[config.mk]
export PLATFORM = sky130hd
export DESIGN_NAME = lpcio_responder
export DESIGN_NICKNAME = d
export VERILOG_FILES = /design/src/rtl/lpcio_pkg.sv /design/src/rtl/lpcio_win_decode.sv /design/src/rtl/lpcio_wait_cnt.sv /design/src/rtl/lpcio_responder.sv
export SDC_FILE = /design/constraint.sdc
export NUM_CORES = 1
export LEC_CHECK = 0
export BUFFER_PORTS_ARGS = -buffer_cell sky130_fd_sc_hd__buf_2
export CORE_MARGIN = 2
export CORE_UTILIZATION = 48
export DETAILED_ROUTE_END_ITERATION = 7
export GPL_TIMING_DRIVEN = 0
export PLACE_DENSITY = 0.74
export SYNTH_ARGS = -nofsm -noshare
export SYNTH_HDL_FRONTEND = slang
export SYNTH_SLANG_ARGS = --single-unit
[constraint.sdc]
create_clock -name clk_i -period 1.6 [get_ports clk_i]
set_input_delay 0.4 -clock clk_i [delete_from_list [all_inputs] [get_ports clk_i]]
set_output_delay 0.4 -clock clk_i [all_outputs]
set_load 0.02 [all_outputs]
[src/rtl/lpcio_pkg.sv]
package lpcio_pkg;

    typedef enum logic [3:0] {
        ST_IDLE,
        ST_CTYPE,
        ST_ADDR,
        ST_WDATA,
        ST_HTAR1,
        ST_HTAR2,
        ST_SYNC_WAIT,
        ST_SYNC_OK,
        ST_RDATA_LO,
        ST_RDATA_HI,
        ST_TTAR,
        ST_TFLOAT
    } lpcio_state_e;

    localparam logic [3:0] NIB_START   = 4'b0000;
    localparam logic [3:0] NIB_WAIT    = 4'b0110;
    localparam logic [3:0] NIB_READY   = 4'b0000;
    localparam logic [3:0] NIB_TAR     = 4'b1111;

endpackage

[src/rtl/lpcio_win_decode.sv]
module lpcio_win_decode #(
    parameter logic [15:0] WIN_BASE = 16'h0060,
    parameter int          WIN_SIZE = 16
) (
    input  logic [15:0] addr_i,
    output logic        hit_o
);
    localparam logic [16:0] WIN_LO = {1'b0, WIN_BASE};
    localparam logic [16:0] WIN_HI = WIN_LO + 17'(WIN_SIZE);

    always_comb begin
        hit_o = ({1'b0, addr_i} >= WIN_LO) && ({1'b0, addr_i} < WIN_HI);
    end
endmodule

[src/rtl/lpcio_wait_cnt.sv]
module lpcio_wait_cnt #(
    parameter int WAIT_SYNCS = 3
) (
    input  logic clk_i,
    input  logic rst_n_i,
    input  logic run_i,
    output logic done_o
);
    localparam int CW = (WAIT_SYNCS < 2) ? 1 : $clog2(WAIT_SYNCS + 1);
    localparam logic [CW-1:0] LAST = CW'(WAIT_SYNCS - 1);

    logic [CW-1:0] cnt_q;

    always_ff @(posedge clk_i) begin
        if (!rst_n_i || !run_i) begin
            cnt_q <= '0;
        end else if (cnt_q != LAST) begin
            cnt_q <= cnt_q + 1'b1;
        end
    end

    always_comb done_o = (cnt_q == LAST);

    // the wait counter never runs past its last value
    p_cnt_bound_r6: assert property (@(posedge clk_i) disable iff (!rst_n_i)
        cnt_q <= LAST);

    // a run that has not reached the count keeps going up by one
    p_cnt_step_r6: assert property (@(posedge clk_i) disable iff (!rst_n_i)
        (run_i && !done_o) |=> (cnt_q == $past(cnt_q) + 1'b1));
endmodule

[src/rtl/lpcio_responder.sv]
module lpcio_responder
    import lpcio_pkg::*;
#(
    parameter logic [15:0] WIN_BASE   = 16'h0060,
    parameter int          WIN_SIZE   = 16,
    parameter int          WAIT_SYNCS = 3
) (
    input  logic        clk_i,
    input  logic        rst_n_i,
    input  logic        frame_n_i,
    input  logic [3:0]  bus_nib_i,
    output logic [3:0]  bus_nib_o,
    output logic        bus_oe_o,
    output logic [15:0] loc_addr_o,
    output logic [7:0]  loc_wdata_o,
    output logic        loc_wr_o,
    output logic        loc_rd_o,
    input  logic [7:0]  loc_rdata_i
);
    localparam logic [16:0] CHK_LO = {1'b0, WIN_BASE};
    localparam logic [16:0] CHK_HI = CHK_LO + 17'(WIN_SIZE);

    lpcio_state_e state_q, state_d;
    logic [15:0]  addr_q;
    logic [15:0]  addr_next;
    logic [7:0]   wdata_q;
    logic [7:0]   rdata_q;
    logic [1:0]   nib_cnt_q;
    logic         dir_wr_q;
    logic         win_hit;
    logic         wait_done;

    always_comb addr_next = {addr_q[11:0], bus_nib_i};

    lpcio_win_decode #(
        .WIN_BASE (WIN_BASE),
        .WIN_SIZE (WIN_SIZE)
    ) u_win (
        .addr_i (addr_next),
        .hit_o  (win_hit)
    );

    lpcio_wait_cnt #(
        .WAIT_SYNCS (WAIT_SYNCS)
    ) u_wait (
        .clk_i   (clk_i),
        .rst_n_i (rst_n_i),
        .run_i   (state_q == ST_SYNC_WAIT),
        .done_o  (wait_done)
    );

    // Next-state logic
    always_comb begin
        state_d = state_q;
        if (!frame_n_i) begin
            state_d = (bus_nib_i == NIB_START) ? ST_CTYPE : ST_IDLE;
        end else begin
            unique case (state_q)
                ST_IDLE:      state_d = ST_IDLE;
                ST_CTYPE:     state_d = (bus_nib_i[3:2] == 2'b00) ? ST_ADDR : ST_IDLE;
                ST_ADDR: begin
                    if (nib_cnt_q == 2'd3) begin
                        if (!win_hit)      state_d = ST_IDLE;
                        else if (dir_wr_q) state_d = ST_WDATA;
                        else               state_d = ST_HTAR1;
                    end
                end
                ST_WDATA:     if (nib_cnt_q == 2'd1) state_d = ST_HTAR1;
                ST_HTAR1:     state_d = ST_HTAR2;
                ST_HTAR2:     state_d = ST_SYNC_WAIT;
                ST_SYNC_WAIT: if (wait_done) state_d = ST_SYNC_OK;
                ST_SYNC_OK:   state_d = dir_wr_q ? ST_TTAR : ST_RDATA_LO;
                ST_RDATA_LO:  state_d = ST_RDATA_HI;
                ST_RDATA_HI:  state_d = ST_TTAR;
                ST_TTAR:      state_d = ST_TFLOAT;
                ST_TFLOAT:    state_d = ST_IDLE;
                default:      state_d = ST_IDLE;
            endcase
        end
    end

    // State register
    always_ff @(posedge clk_i) begin
        if (!rst_n_i) state_q <= ST_IDLE;
        else          state_q <= state_d;
    end

    // Field capture
    always_ff @(posedge clk_i) begin
        if (!rst_n_i) begin
            addr_q    <= '0;
            wdata_q   <= '0;
            rdata_q   <= '0;
            nib_cnt_q <= '0;
            dir_wr_q  <= 1'b0;
        end else begin
            nib_cnt_q <= '0;
            if (frame_n_i) begin
                unique case (state_q)
                    ST_CTYPE: dir_wr_q <= bus_nib_i[1];
                    ST_ADDR: begin
                        addr_q    <= addr_next;
                        nib_cnt_q <= nib_cnt_q + 2'd1;
                    end
                    ST_WDATA: begin
                        if (nib_cnt_q == 2'd0) wdata_q[3:0] <= bus_nib_i;
                        else                   wdata_q[7:4] <= bus_nib_i;
                        nib_cnt_q <= nib_cnt_q + 2'd1;
                    end
                    ST_HTAR1: if (!dir_wr_q) rdata_q <= loc_rdata_i;
                    default: ;
                endcase
            end
        end
    end

    // Outputs decoded from the state
    always_comb begin
        bus_oe_o  = 1'b0;
        bus_nib_o = NIB_TAR;
        unique case (state_q)
            ST_SYNC_WAIT: begin bus_oe_o = 1'b1; bus_nib_o = NIB_WAIT;     end
            ST_SYNC_OK:   begin bus_oe_o = 1'b1; bus_nib_o = NIB_READY;    end
            ST_RDATA_LO:  begin bus_oe_o = 1'b1; bus_nib_o = rdata_q[3:0]; end
            ST_RDATA_HI:  begin bus_oe_o = 1'b1; bus_nib_o = rdata_q[7:4]; end
            ST_TTAR:      begin bus_oe_o = 1'b1; bus_nib_o = NIB_TAR;      end
            default: ;
        endcase
        loc_rd_o    = (state_q == ST_HTAR1) && !dir_wr_q;
        loc_wr_o    = (state_q == ST_HTAR1) &&  dir_wr_q;
        loc_addr_o  = addr_q;
        loc_wdata_o = wdata_q;
    end

    // a low frame strobe releases the bus on the next clock
    p_abort_release_r10: assert property (@(posedge clk_i) disable iff (!rst_n_i)
        !frame_n_i |=> !bus_oe_o);

    // the ready sync comes only after the full wait run
    p_wait_before_ready_r6: assert property (@(posedge clk_i) disable iff (!rst_n_i)
        (state_q == ST_SYNC_OK) |-> ($past(state_q) == ST_SYNC_WAIT) && $past(wait_done));

    // the clock after a read ready sync carries the low data nibble
    p_rd_low_first_r7: assert property (@(posedge clk_i) disable iff (!rst_n_i)
        (state_q == ST_SYNC_OK && !dir_wr_q && frame_n_i) |=> bus_oe_o && (bus_nib_o == rdata_q[3:0]));

    // local strobes only for addresses inside the window
    p_strobe_in_window_r5: assert property (@(posedge clk_i) disable iff (!rst_n_i)
        (loc_wr_o || loc_rd_o) |-> ({1'b0, loc_addr_o} >= CHK_LO) && ({1'b0, loc_addr_o} < CHK_HI));

    // after the target turnaround clock the bus is released
    p_release_after_tar_r9: assert property (@(posedge clk_i) disable iff (!rst_n_i)
        (state_q == ST_TTAR && frame_n_i) |=> !bus_oe_o);

    // the local strobe lasts a single clock
    p_strobe_single_r8: assert property (@(posedge clk_i) disable iff (!rst_n_i)
        (loc_wr_o || loc_rd_o) |=> !(loc_wr_o || loc_rd_o));
endmodule

Yosys cells after proc, flatten, opt, wreduce, memory -nomap -nowiden
Index checks and enable logic that the tools add are counted.
{"block": "totals", "ff_bits": 41, "output_inout_bits": 31, "inputBits": 15}
{"block": "classes", "n_eq_ne": 17, "n_reduce_logical": 19, "bitwise_logic": 2, "mux": 12, "addsub": 2, "magnitude_cmp": 2}
{"op": "one-hot mux 4 bit (10 select lines)", "count": 1}
{"op": "equality test 4 x 3 -> 1 bit, second input constant", "count": 4}
{"op": ">= comparator 16 x 7 -> 1 bit, second input constant", "count": 1}
{"op": "less-than comparator 16 x 7 -> 1 bit, second input constant", "count": 1}
{"op": "two-way mux 4 bit", "count": 4}
{"op": "one-hot mux 4 bit (4 select lines)", "count": 1}
{"op": "AND reduction 3 bit", "count": 5}
{"op": "equality test 4 bit, second input constant", "count": 3}
{"op": "!= test 3 bit, second input constant", "count": 3}
{"op": "equality test 4 x 2 -> 1 bit, second input constant", "count": 2}
{"op": "two-way mux 3 bit", "count": 2}
{"op": "OR reduction 5 bit", "count": 1}
{"op": "adder 2 x 1 -> 2 bit, second input constant", "count": 2}
{"op": "equality test 2 bit, second input constant", "count": 2}
{"op": "equality test 4 x 1 -> 1 bit, second input constant", "count": 1}
{"op": "logical NOT 2 bit", "count": 2}
{"op": "logical NOT 4 bit", "count": 1}
{"op": "two-way mux 2 bit", "count": 2}
{"op": "AND reduction 2 bit", "count": 2}
{"op": "logical AND 1 bit", "count": 3}
{"op": "logical NOT 1 bit", "count": 3}
{"op": "equality test 2 x 1 -> 1 bit, second input constant", "count": 1}
{"op": "two-way mux 1 bit", "count": 2}
{"op": "!= test 2 bit, second input constant", "count": 1}
{"op": "other kinds (3)", "count": 4}

Longest topological paths before layout
Gate-level depths: netlist of run 1.
{"block": "depth", "word_depth": 6, "mapped_depth": 7, "depth_no_buf": 7}

By module
Synthesis of run 1 repeated with hierarchy kept, for this count alone.
{"block": "unflattened", "hier_cells": 218, "hier_area_um2": 1908.1}
{"module": "lpcio_responder", "cells_per_inst": 203, "area_each_um2": 1774.2, "seq_area_each_um2": 780.7, "n_inst": 1}
{"module": "lpcio_wait_cnt", "cells_per_inst": 11, "area_each_um2": 103.8, "seq_area_each_um2": 40.0, "n_inst": 1}
{"module": "lpcio_win_decode", "cells_per_inst": 4, "area_each_um2": 30.0, "seq_area_each_um2": 0.0, "n_inst": 1}

Worst setup path after synthesis of run 1
OpenSTA, ideal clock, no wires.
{"block": "synth_timing", "path_type": "flip-flop to output port", "startpoint": "register state_q[0]", "endpoint": "output bus_oe_o", "required_time_ns": 1.200, "path_stages_with_launch": 5, "setup_slack_ns": -0.050, "path_buffers": 1, "t_arrival_ns": 1.250, "path_cell_list": "dfxtp_1 > buf_1 > nand2_1 > nand3b_1 > o21ai_0"}
{"block": "synth_between", "elab_chain_cells": 3, "word_cells_on_any_way": 7, "cone_classes": "5 x eq/ne; 1 x mux; 1 x reduce/logical"}
{"element": "start, declared", "line": "lpcio_responder.sv:23", "rtl": "lpcio_state_e state_q, state_d;"}
{"element": "start signal, assigned", "line": "lpcio_responder.sv:85", "rtl": "else state_q <= state_d;"}
{"element": "equality test 4 bit or equality test 4 x 3 -> 1 bit (tied branches)", "line": "lpcio_responder.sv:121", "rtl": "unique case (state_q)"}
{"element": "OR reduction 5 bit (no line) (*)"}
{"element": "two-way mux 1 bit (*)", "line": "lpcio_responder.sv:121"}
{"element": "end, declared", "line": "lpcio_responder.sv:13", "rtl": "output logic bus_oe_o,"}
Mark *: on every way between the ends. The rest lies on a longest branch, timed or not.

Final worst setup path of run 1
{"block": "layout_timing", "startpoint": "register state_q[3]", "endpoint": "output bus_nib_o[2]"}
{"block": "layout_between", "elab_chain_cells": 2, "word_cells_on_any_way": 5, "cone_classes": "4 x eq/ne; 1 x mux"}
{"element": "equality test 4 bit or equality test 4 x 3 -> 1 bit (tied branches)", "line": "lpcio_responder.sv:121"}
{"element": "one-hot mux 4 bit (4 select lines) (*)", "line": "lpcio_responder.sv:121"}
{"element": "end, declared", "line": "lpcio_responder.sv:12", "rtl": "output logic [3:0] bus_nib_o,"}
Marks and branches as above.

==> flow_summary.yaml, run 1 <==
setup_path:
  critPathSlowestCell: "dfxtp_4"
  rrSetupSlack_ns: -0.25
  cp_max_fo: 6
  cp.required_ns: 1.20
  reg2reg_from: "state_q[3]$_SDFFE_PN0P_"
  worstSetupPathType: "register to primary output"
  worstPathCellList: "buf_6 -> buf_4 -> nand2b_4 -> nor2_4 -> a21oi_2 -> buf_4"
  endpoint_kind: "primary output"
  worst_ep_arrival_time_ns: 1.46
  max_stage_delay_ns: 0.35
  ff2ff_path_depth: 7
  cp_num_buf_inv: 3
  critical_path.startpoint_type: "register"
  critPathTopFamily: "buffers and inverters"
  r2r-end: "state_q[0]$_SDFFE_PN0P_"
  cp_common_cell: "buf_4"
synth:
  synth_top_area_share: 0.4160
  ys_warn_count: 0
  syn-cell-area_um2: 1973
  synth_nets: 253
  synthArstFlopShare: 0
  synth_cell_types: 40
  yosysTopAreaCell: "dfxtp_1"
  syn_avg_cell_area_um2: 8.432
  ys_ff_latch: 41
  synthFlopType: "dfxtp_1"
  synth_edf_count: 0
  ys_seq_area_frac: 0.4160
  synthCells: 234
  yosys-top-cells-area: "dfxtp_1 (42%), a21boi_0 (10%), nand2_1 (9.7%), mux2i_1 (4.6%), nand3_1 (3.6%)"
detailed_routing:
  wl_met2_mm: 2.761
  met3WireLength_um: 375
  dr.pass1.iters: 4
  wl_per_cell_um: 15.89
  routed.top_layer: "met4"
  drt_wl_total_mm: 5.704
  via_per_inst: 5.577
  drcViolationCount: 0
  wl_met1_mm: 2.507
  ant_nets: 0
  drt_iter0_markers: 86
  vias: 2002
floorplanning:
  die_h_um: 68.12
  rows: 23
  start_util: 0.4968
  core_area_um2: 3971
  ios: 46
  die_w_um: 68.12
  dieArea_um2: 4640
grt:
  overflow: 0
  grt_start_max_net_pins: 13
  grt_pass1_vias: 1716
  grt_pass1_wl_mm: 8.238
  antenna_found_initial: 0
  grtUsageTotal: 0.2380
sta:
  hold_viol: 0
  max_freq_ghz: 0.5373
  skew_ns: 0.006500
  worstMarginPinSlew_ns: 0.5200
  maxSlewViolCount: 0
  fin_crit_sh: 1.163
  tns_ns: -2.034
  period_needed_ns: 1.861
  relSlewSlack: 0.6502
  rsz0062_at_grt: "yes"
  fin_ws_ns: -0.2611
  finalSetupViolCount: 14
cells_and_area:
  antenna_cells: 0
  fillCellCount: 288
  drive_gt1_frac: 0.4078
  mostFrequentLayoutCell: "nand2_1"
  finish.utilization: 0.7067
  multi_input_area_um2: 1176
  layout.nets: 328
  area_delta_synth_final_pct: 42.23
  final_cell_mix: "nand2_1 (41), buf_2 (37), dfxtp_1 (34)"
  regArea_um2: 839.6
power:
  p_sw_mw: 0.4095
  leakage_nw: 1.106
  sw_frac_of_total: 0.2263
  p_clk_frac: 0.382
  power_density_nw_per_um2: 644.8
  p_int_mw: 1.400
  share_seq_of_total_power: 0.563
  ir_worst_vdd_mv: 0.5195
  p_total_mw: 1.810
  combPwrFrac: 0.055
placed_design:
  gp_congestion: 0.8705
  hpwl_mm: 3.218
  portBuffers: 44
  dp_slack_ns: -0.1329
run_status:
  violations: "setup timing"
  outcome: "finished with violations"
clocking:
  htreeDepth: 2
  clkTransAtPathRegs_ns: 0.08
  max-clock-path-buffers: 2
  cts_sinks: 41
  cts_hold_buf: 0
  cts_tree: "yes"
  insertion_delay_ns: 0.30
  root_buffer: "clkbuf_8"
  cts_inserted_buffers: 5
flow_run:
  drv_cap: 0
hold_path:
  min_path_cells: 3
  holdPathEnd: "rdata_q[7]$_SDFFE_PN0P_"
  min_path_type: "input pin to register"
  hold_start: "loc_rdata_i[7]"
==> what timing repair did <==
item | 4_1_cts | 5_1_grt
setup endpoints to repair | 20 | 42
pin swaps | 10 | 18
buffers inserted | 13 | 13
gates resized for setup | 42 | 48
cloned | 0 | 1
==> routing by layer <==
metal / vias to the layer above / track usage
met1: 967 / 0.3296
met5: - / 0
met4: 0 / 0.1000
met2: 73 / 0.3629
li1: 954 / -
met3: 8 / 0.04276
==> power by group through the flow <==
stage | Combinational, mW | Sequential (mW) | Clock (mW)
2_1_floorplan | 0.0429 | 1.05 | 0
3_3_place_gp | 0.0801 | 1.05 | 0
3_5_place_dp | 0.0796 | 1.05 | 0
4_1_cts | 0.0873 | 1.02 | 0.702
5_1_grt | 0.105 | 1.02 | 0.738
6_report | 0.100 | 1.02 | 0.691
==> cells by family after synthesis <==
logic type	Yosys count	share of synthesized area
flops	41	0.4160
buf+inv	22	0.05327
xor+xnor	3	0.01332
mux	10	0.05136
compound gates	47	0.1668
fa+ha+maj	4	0.02537
simple gates	107	0.2739
==> stage by stage <==
step                hold WS, ns  instances  area (um^2)
floorplan                0.4428        234         1977
global placement         0.4500        328         2260
finish                   0.3583        359         2806
global route             0.3742        359         2806
detailed placement       0.4561        328         2260
CTS                      0.3595        347         2580
==> sequential cells by signal (all words and copies together), names as in the netlist <==
name          flops
dir_wr_q          1
loc_wdata_o       8
rdata_q           8
state_q           4
u_wait.cnt_q      2
nib_cnt_q         2
loc_addr_o       16
==> worst max-delay path by stage <==
stage,startpoint,end,cells past startpoint,slack (ns)
after floorplan,loc_addr_o[11]$_SDFFE_PN0P_,state_q[0]$_SDFFE_PN0P_,5,0.004
after global placement,frame_n_i,loc_addr_o[7]$_SDFFE_PN0P_,7,-0.13
after detailed placement,frame_n_i,loc_addr_o[7]$_SDFFE_PN0P_,7,-0.13
after CTS,state_q[2]$_SDFFE_PN0P_,bus_nib_o[3],5,-0.20
after global routing,state_q[3]$_SDFFE_PN0P_,state_q[0]$_SDFFE_PN0P_,7,-0.30
final,state_q[3]$_SDFFE_PN0P_,bus_nib_o[2],6,-0.26
==> cell usage after synthesis (2+ instances only) <==
| library cell | instances |
|---|---|
| nor3_2 | 2 |
| dfxtp_1 | 41 |
| a21oi_1 | 7 |
| nor4_1 | 5 |
| nand2b_1 | 2 |
| o22ai_1 | 4 |
| nand3_1 | 14 |
| nor2_1 | 10 |
| or2_2 | 3 |
| nand3b_1 | 3 |
| a21boi_0 | 27 |
| mux2i_1 | 9 |
| inv_1 | 8 |
| ha_1 | 4 |
| clkbuf_1 | 7 |
| xnor2_1 | 2 |
| buf_2 | 4 |
| nand2_1 | 51 |
| o21ai_0 | 2 |
| and4b_1 | 2 |
| nor3_1 | 3 |
| nor2b_1 | 6 |
==> area by class of cell <==
cell class | instances | area share
Buffer | 12 | 0.04414
Clock buffer | 6 | 0.02942
Clock inverter | 1 | 0.002675
Inverter | 8 | 0.01204
Multi-Input combinational cell | 171 | 0.4191
Sequential cell | 41 | 0.2992
Tap cell | 50 | 0.02229
Timing Repair Buffer | 70 | 0.1712
==> tightest hold or removal path, stage by stage <==
cell	delay [ns]
buf_2	0.09
nand3_1	0.05
a21boi_0	0.06
(Power assumes the default switching activity.)
==> run 2: changes to the inputs <==
--- a/config.mk
+++ b/config.mk
@@ -9,7 +9,7 @@
 export CORE_MARGIN = 2
 export CORE_UTILIZATION = 48
 export DETAILED_ROUTE_END_ITERATION = 7
-export GPL_TIMING_DRIVEN = 0
+export MAX_ROUTING_LAYER = met4
 export PLACE_DENSITY = 0.74
 export SYNTH_ARGS = -nofsm -noshare
 export SYNTH_HDL_FRONTEND = slang
==> flow_summary.yaml, run 2 (synthesis results as in run 1) <==
setup_path:
  worst_ep_arrival_time_ns: 1.32
  cp.required_ns: 1.20
  endpoint_kind: "primary output"
  critical_path.startpoint_type: "register"
  worstSetupPathType: "register to primary output"
  cp_max_fo: 6
power:
  p_total_mw: 1.991
  leakage_nw: 1.138
  ir_worst_vdd_mv: 0.6657
  power_density_nw_per_um2: 716.8
cells_and_area:
  mostFrequentLayoutCell: "nand2_1"
  fin_area_um2: 2778
  drive_gt1_frac: 0.3930
  fin_cells: 363
  layout.nets: 331
  largest_register_ffs: 16
  finish.utilization: 0.6994
  final_cell_mix: "nand2_1 (49), buf_2 (38), dfxtp_1 (34)"
  fillCellCount: 298
  area_delta_synth_final_pct: 40.77
  antenna_cells: 0
grt:
  use_met1: 0.3011
  grt_busiest_layer: "met2"
  met3_usage: 0.06414
  grt_util_met2: 0.3750
  grtUsageTotal: 0.2384
  grt_pass1_vias: 1720
  grt_start_max_net_pins: 18
  grt_pass1_wl_mm: 7.941
  antenna_found_initial: 0
  overflow: 0
run_status:
  outcome: "finished with violations"
  violations: "setup timing"
clocking:
  insertion_delay_ns: 0.30
  max-clock-path-buffers: 2
  htreeDepth: 2
  root_buffer: "clkbuf_8"
  clkTransAtPathRegs_ns: 0.08
  cts_sinks: 41
  cts_tree: "yes"
  cts_inserted_buffers: 5
placed_design:
  gp_congestion: 0.9382
  placed_cell_area_um2: 2391
  portBuffers: 45
  hpwl_mm: 3.411
  dp_cells: 342
detailed_routing:
  dr.pass1.iters: 4
  vias: 1960
  drt_iter0_markers: 113
  wl_per_cell_um: 14.52
  drcViolationCount: 0
  via_per_inst: 5.399
  ant_nets: 0
  drt_wl_total_mm: 5.269
sta:
  period_needed_ns: 1.722
  relSlewSlack: 0.7544
  tns_ns: -0.6462
  maxSlewViolCount: 0
  fin_crit_sh: 1.076
  worstMarginPinSlew_ns: 0.3650
  max_freq_ghz: 0.5806
  fin_ws_ns: -0.1223
  skew_ns: 0.008803
  rsz0062_at_grt: "yes"
  finalSetupViolCount: 8
  hold_viol: 0
hold_path:
  min_path_type: "input pin to register"
floorplanning:
  start_util: 0.4968
  die_w_um: 68.12
  rows: 23
  core_area_um2: 3971
  die_h_um: 68.12
  ios: 46
  dieArea_um2: 4640
flow_run:
  drv_cap: 0
==> run 2: critical path, cell delays in order, from the launching register on <==
cell	delay [ns]
dfxtp_4	0.39
inv_1	0.09
nor3_4	0.18
buf_6	0.14
a21oi_2	0.05
buf_4	0.16
==> run 2: layout make-up <==
class,count,area [um^2],share of cell area
Clock inverter,1,30.03,0.01081
Tap cell,50,62.56,0.02252
Sequential cell,41,839.6,0.3023
Multi-Input combinational cell,171,1126,0.4054
Clock buffer,7,86.33,0.03108
Timing Repair Buffer,85,603.1,0.2171
Inverter,8,30.03,0.01081
==> run 2: final timing paths <==
| kind | startpoint | endpoint | slack (ns) | cells past startpoint |
|---|---|---|---|---|
| hold / removal | loc_rdata_i[6] | rdata_q[6]$_SDFFE_PN0P_ | 0.36 | 3 |
| setup / recovery | state_q[3]$_SDFFE_PN0P_ | bus_nib_o[3] | -0.12 | 5 |
| setup reg to reg | state_q[0]$_SDFFE_PN0P_ | state_q[0]$_SDFFE_PN0P_ | -0.05 | 6 |
| hold reg to reg | nib_cnt_q[0]$_SDFF_PN0_ | nib_cnt_q[0]$_SDFF_PN0_ | 0.45 | 1 |
==> run 2: through the flow <==
stage	setup slack, ns	hold WS (ns)
after floorplan	0.004426	0.4428
after global placement	0.02263	0.4468
after detailed placement	0.005194	0.4563
after CTS	-0.07410	0.3587
after global routing	-0.1808	0.3785
final	-0.1223	0.3592
==> run 2: timing repair <==
| action | in CTS | in global routing |
|---|---|---|
| resized for setup | 26 | 30 |
| pin swaps | 4 | 6 |
| cloned | 0 | 1 |
| setup endpoints to repair | 8 | 32 |
| setup buffers | 8 | 4 |
| hold buffers | 0 | 0 |
==> run 2: where the power goes <==
part / switching, mW / internal, mW / total (mW)
combinational: 0.0535 / 0.0495 / 0.103
sequential: 0.00347 / 1.02 / 1.02
clock: 0.361 / 0.509 / 0.869
total: 0.418 / 1.57 / 1.99
==> run 2: layer usage <==
layer  share of wire  wire length, um
met1            0.45             2378
met2            0.47             2468
met3           0.062              326
met4           0.018               97
met5               0                0
==> run 3: changes to the inputs <==
--- a/config.mk
+++ b/config.mk
@@ -11,6 +11,7 @@
 export DETAILED_ROUTE_END_ITERATION = 7
 export MAX_ROUTING_LAYER = met4
 export PLACE_DENSITY = 0.74
+export SKIP_CTS_REPAIR_TIMING = 1
 export SYNTH_ARGS = -nofsm -noshare
 export SYNTH_HDL_FRONTEND = slang
 export SYNTH_SLANG_ARGS = --single-unit
==> flow_summary.yaml, run 3 (synthesis results as in run 1) <==
run_status:
  outcome: "finished with violations"
  violations: "setup timing"
grt:
  grtUsageTotal: 0.2217
  grt_start_max_net_pins: 18
  grt_util_met2: 0.3410
  grt_pass1_vias: 1638
  grt_busiest_layer: "met2"
  overflow: 0
  antenna_found_initial: 0
  met3_usage: 0.05428
  use_met1: 0.2882
  grt_pass1_wl_mm: 7.465
cells_and_area:
  finish.utilization: 0.6771
  layout.nets: 326
  mostFrequentLayoutCell: "nand2_1"
  fin_cells: 358
  largest_register_ffs: 16
  area_delta_synth_final_pct: 36.27
  drive_gt1_frac: 0.3734
  final_cell_mix: "nand2_1 (49), buf_2 (39), dfxtp_1 (35)"
  antenna_cells: 0
  fin_area_um2: 2689
setup_path:
  cp_max_fo: 6
  endpoint_kind: "primary output"
  worstSetupPathType: "register to primary output"
  cp-endpoint: "bus_nib_o[1]"
  ff2ff_path_depth: 5
  cp.required_ns: 1.20
  r2r-end: "state_q[0]$_SDFFE_PN0P_"
  critPathLaunch: "state_q[3]$_SDFFE_PN0P_"
  critical_path.startpoint_type: "register"
  reg2reg_from: "loc_addr_o[11]$_SDFFE_PN0P_"
  worst_ep_arrival_time_ns: 1.32
  rrSetupSlack_ns: -0.03
sta:
  period_needed_ns: 1.716
  tns_ns: -0.6712
  skew_ns: 0.005714
  fin_crit_sh: 1.073
  relSlewSlack: 0.7351
  rsz0062_at_grt: "yes"
  maxSlewViolCount: 0
  fin_ws_ns: -0.1164
  hold_viol: 0
  max_freq_ghz: 0.5826
  worst_hold_slack_ns: 0.3622
  worstMarginPinSlew_ns: 0.3938
  finalSetupViolCount: 10
floorplanning:
  die_w_um: 68.12
  ios: 46
  dieArea_um2: 4640
  core_area_um2: 3971
  rows: 23
  die_h_um: 68.12
  start_util: 0.4968
clocking:
  cts_sinks: 41
  cts_tree: "yes"
  max-clock-path-buffers: 2
  htreeDepth: 2
  cts_inserted_buffers: 5
  clkTransAtPathRegs_ns: 0.08
  root_buffer: "clkbuf_8"
  insertion_delay_ns: 0.29
placed_design:
  dp_slack_ns: 0.005194
  dp_cells: 342
  placed_cell_area_um2: 2391
  gp_congestion: 0.9382
  portBuffers: 45
  hpwl_mm: 3.411
detailed_routing:
  vias: 1936
  drt_wl_total_mm: 5.104
  dr.pass1.iters: 5
  drt_iter0_markers: 96
  via_per_inst: 5.408
  drcViolationCount: 0
  ant_nets: 0
  wl_per_cell_um: 14.26
power:
  power_density_nw_per_um2: 737.1
  leakage_nw: 1.081
  p_total_mw: 1.982
  ir_worst_vdd_mv: 0.6739
hold_path:
  min_path_type: "input pin to register"
flow_run:
  drv_cap: 0
-- run 3: changes by cell type in the layout (fill, tap and decap cells not counted), sizes merged --
| cell | before | now |
|---|---|---|
| buf | 85 | 80 |
-- run 3: layout make-up --
| type | count | area [um^2] |
|---|---|---|
| inverter | 8 | 30.03 |
| timing repair buffer | 80 | 536.8 |
| tap | 50 | 62.56 |
| clock buffer | 7 | 86.33 |
| multi-input combinational | 171 | 1105 |
| fill | 315 | 1282 |
| sequential | 41 | 838.3 |
| clock inverter | 1 | 30.03 |
-- run 3: how the worst min path moves through the flow --
stage | start | end | slack, ns | cells after the start
floorplan | rdata_q[0]$_SDFFE_PN0P_ | rdata_q[0]$_SDFFE_PN0P_ | 0.44 | 2
global placement | loc_addr_o[12]$_SDFFE_PN0P_ | loc_addr_o[12]$_SDFFE_PN0P_ | 0.45 | 2
detailed placement | loc_addr_o[12]$_SDFFE_PN0P_ | loc_addr_o[12]$_SDFFE_PN0P_ | 0.46 | 2
CTS | loc_rdata_i[7] | rdata_q[7]$_SDFFE_PN0P_ | 0.36 | 3
global route | loc_rdata_i[3] | rdata_q[3]$_SDFFE_PN0P_ | 0.38 | 3
finish | loc_rdata_i[6] | rdata_q[6]$_SDFFE_PN0P_ | 0.36 | 3
-- run 3: critical path, stage by stage, from the launching register on --
cell and delay, ns:
dfxtp_4 0.38, inv_1 0.09, nor3_4 0.20, buf_6 0.14, a21oi_2 0.05, buf_4 0.16
-- run 3: where the power goes --
group,switching [mW],internal [mW],total [mW],leakage [nW]
registers,0.00304,1.02,1.02,0.334
clock network,0.356,0.509,0.865,0.0585
logic,0.0521,0.0470,0.0991,0.688
total,0.411,1.57,1.98,1.08
-- run 3: per-layer routing --
layer	wire [um]	share of wire	up-vias
met3	270	0.053	10
met4	101	0.020	0
li1	-	-	953
met5	0	0	-
met2	2421	0.47	58
met1	2310	0.45	915
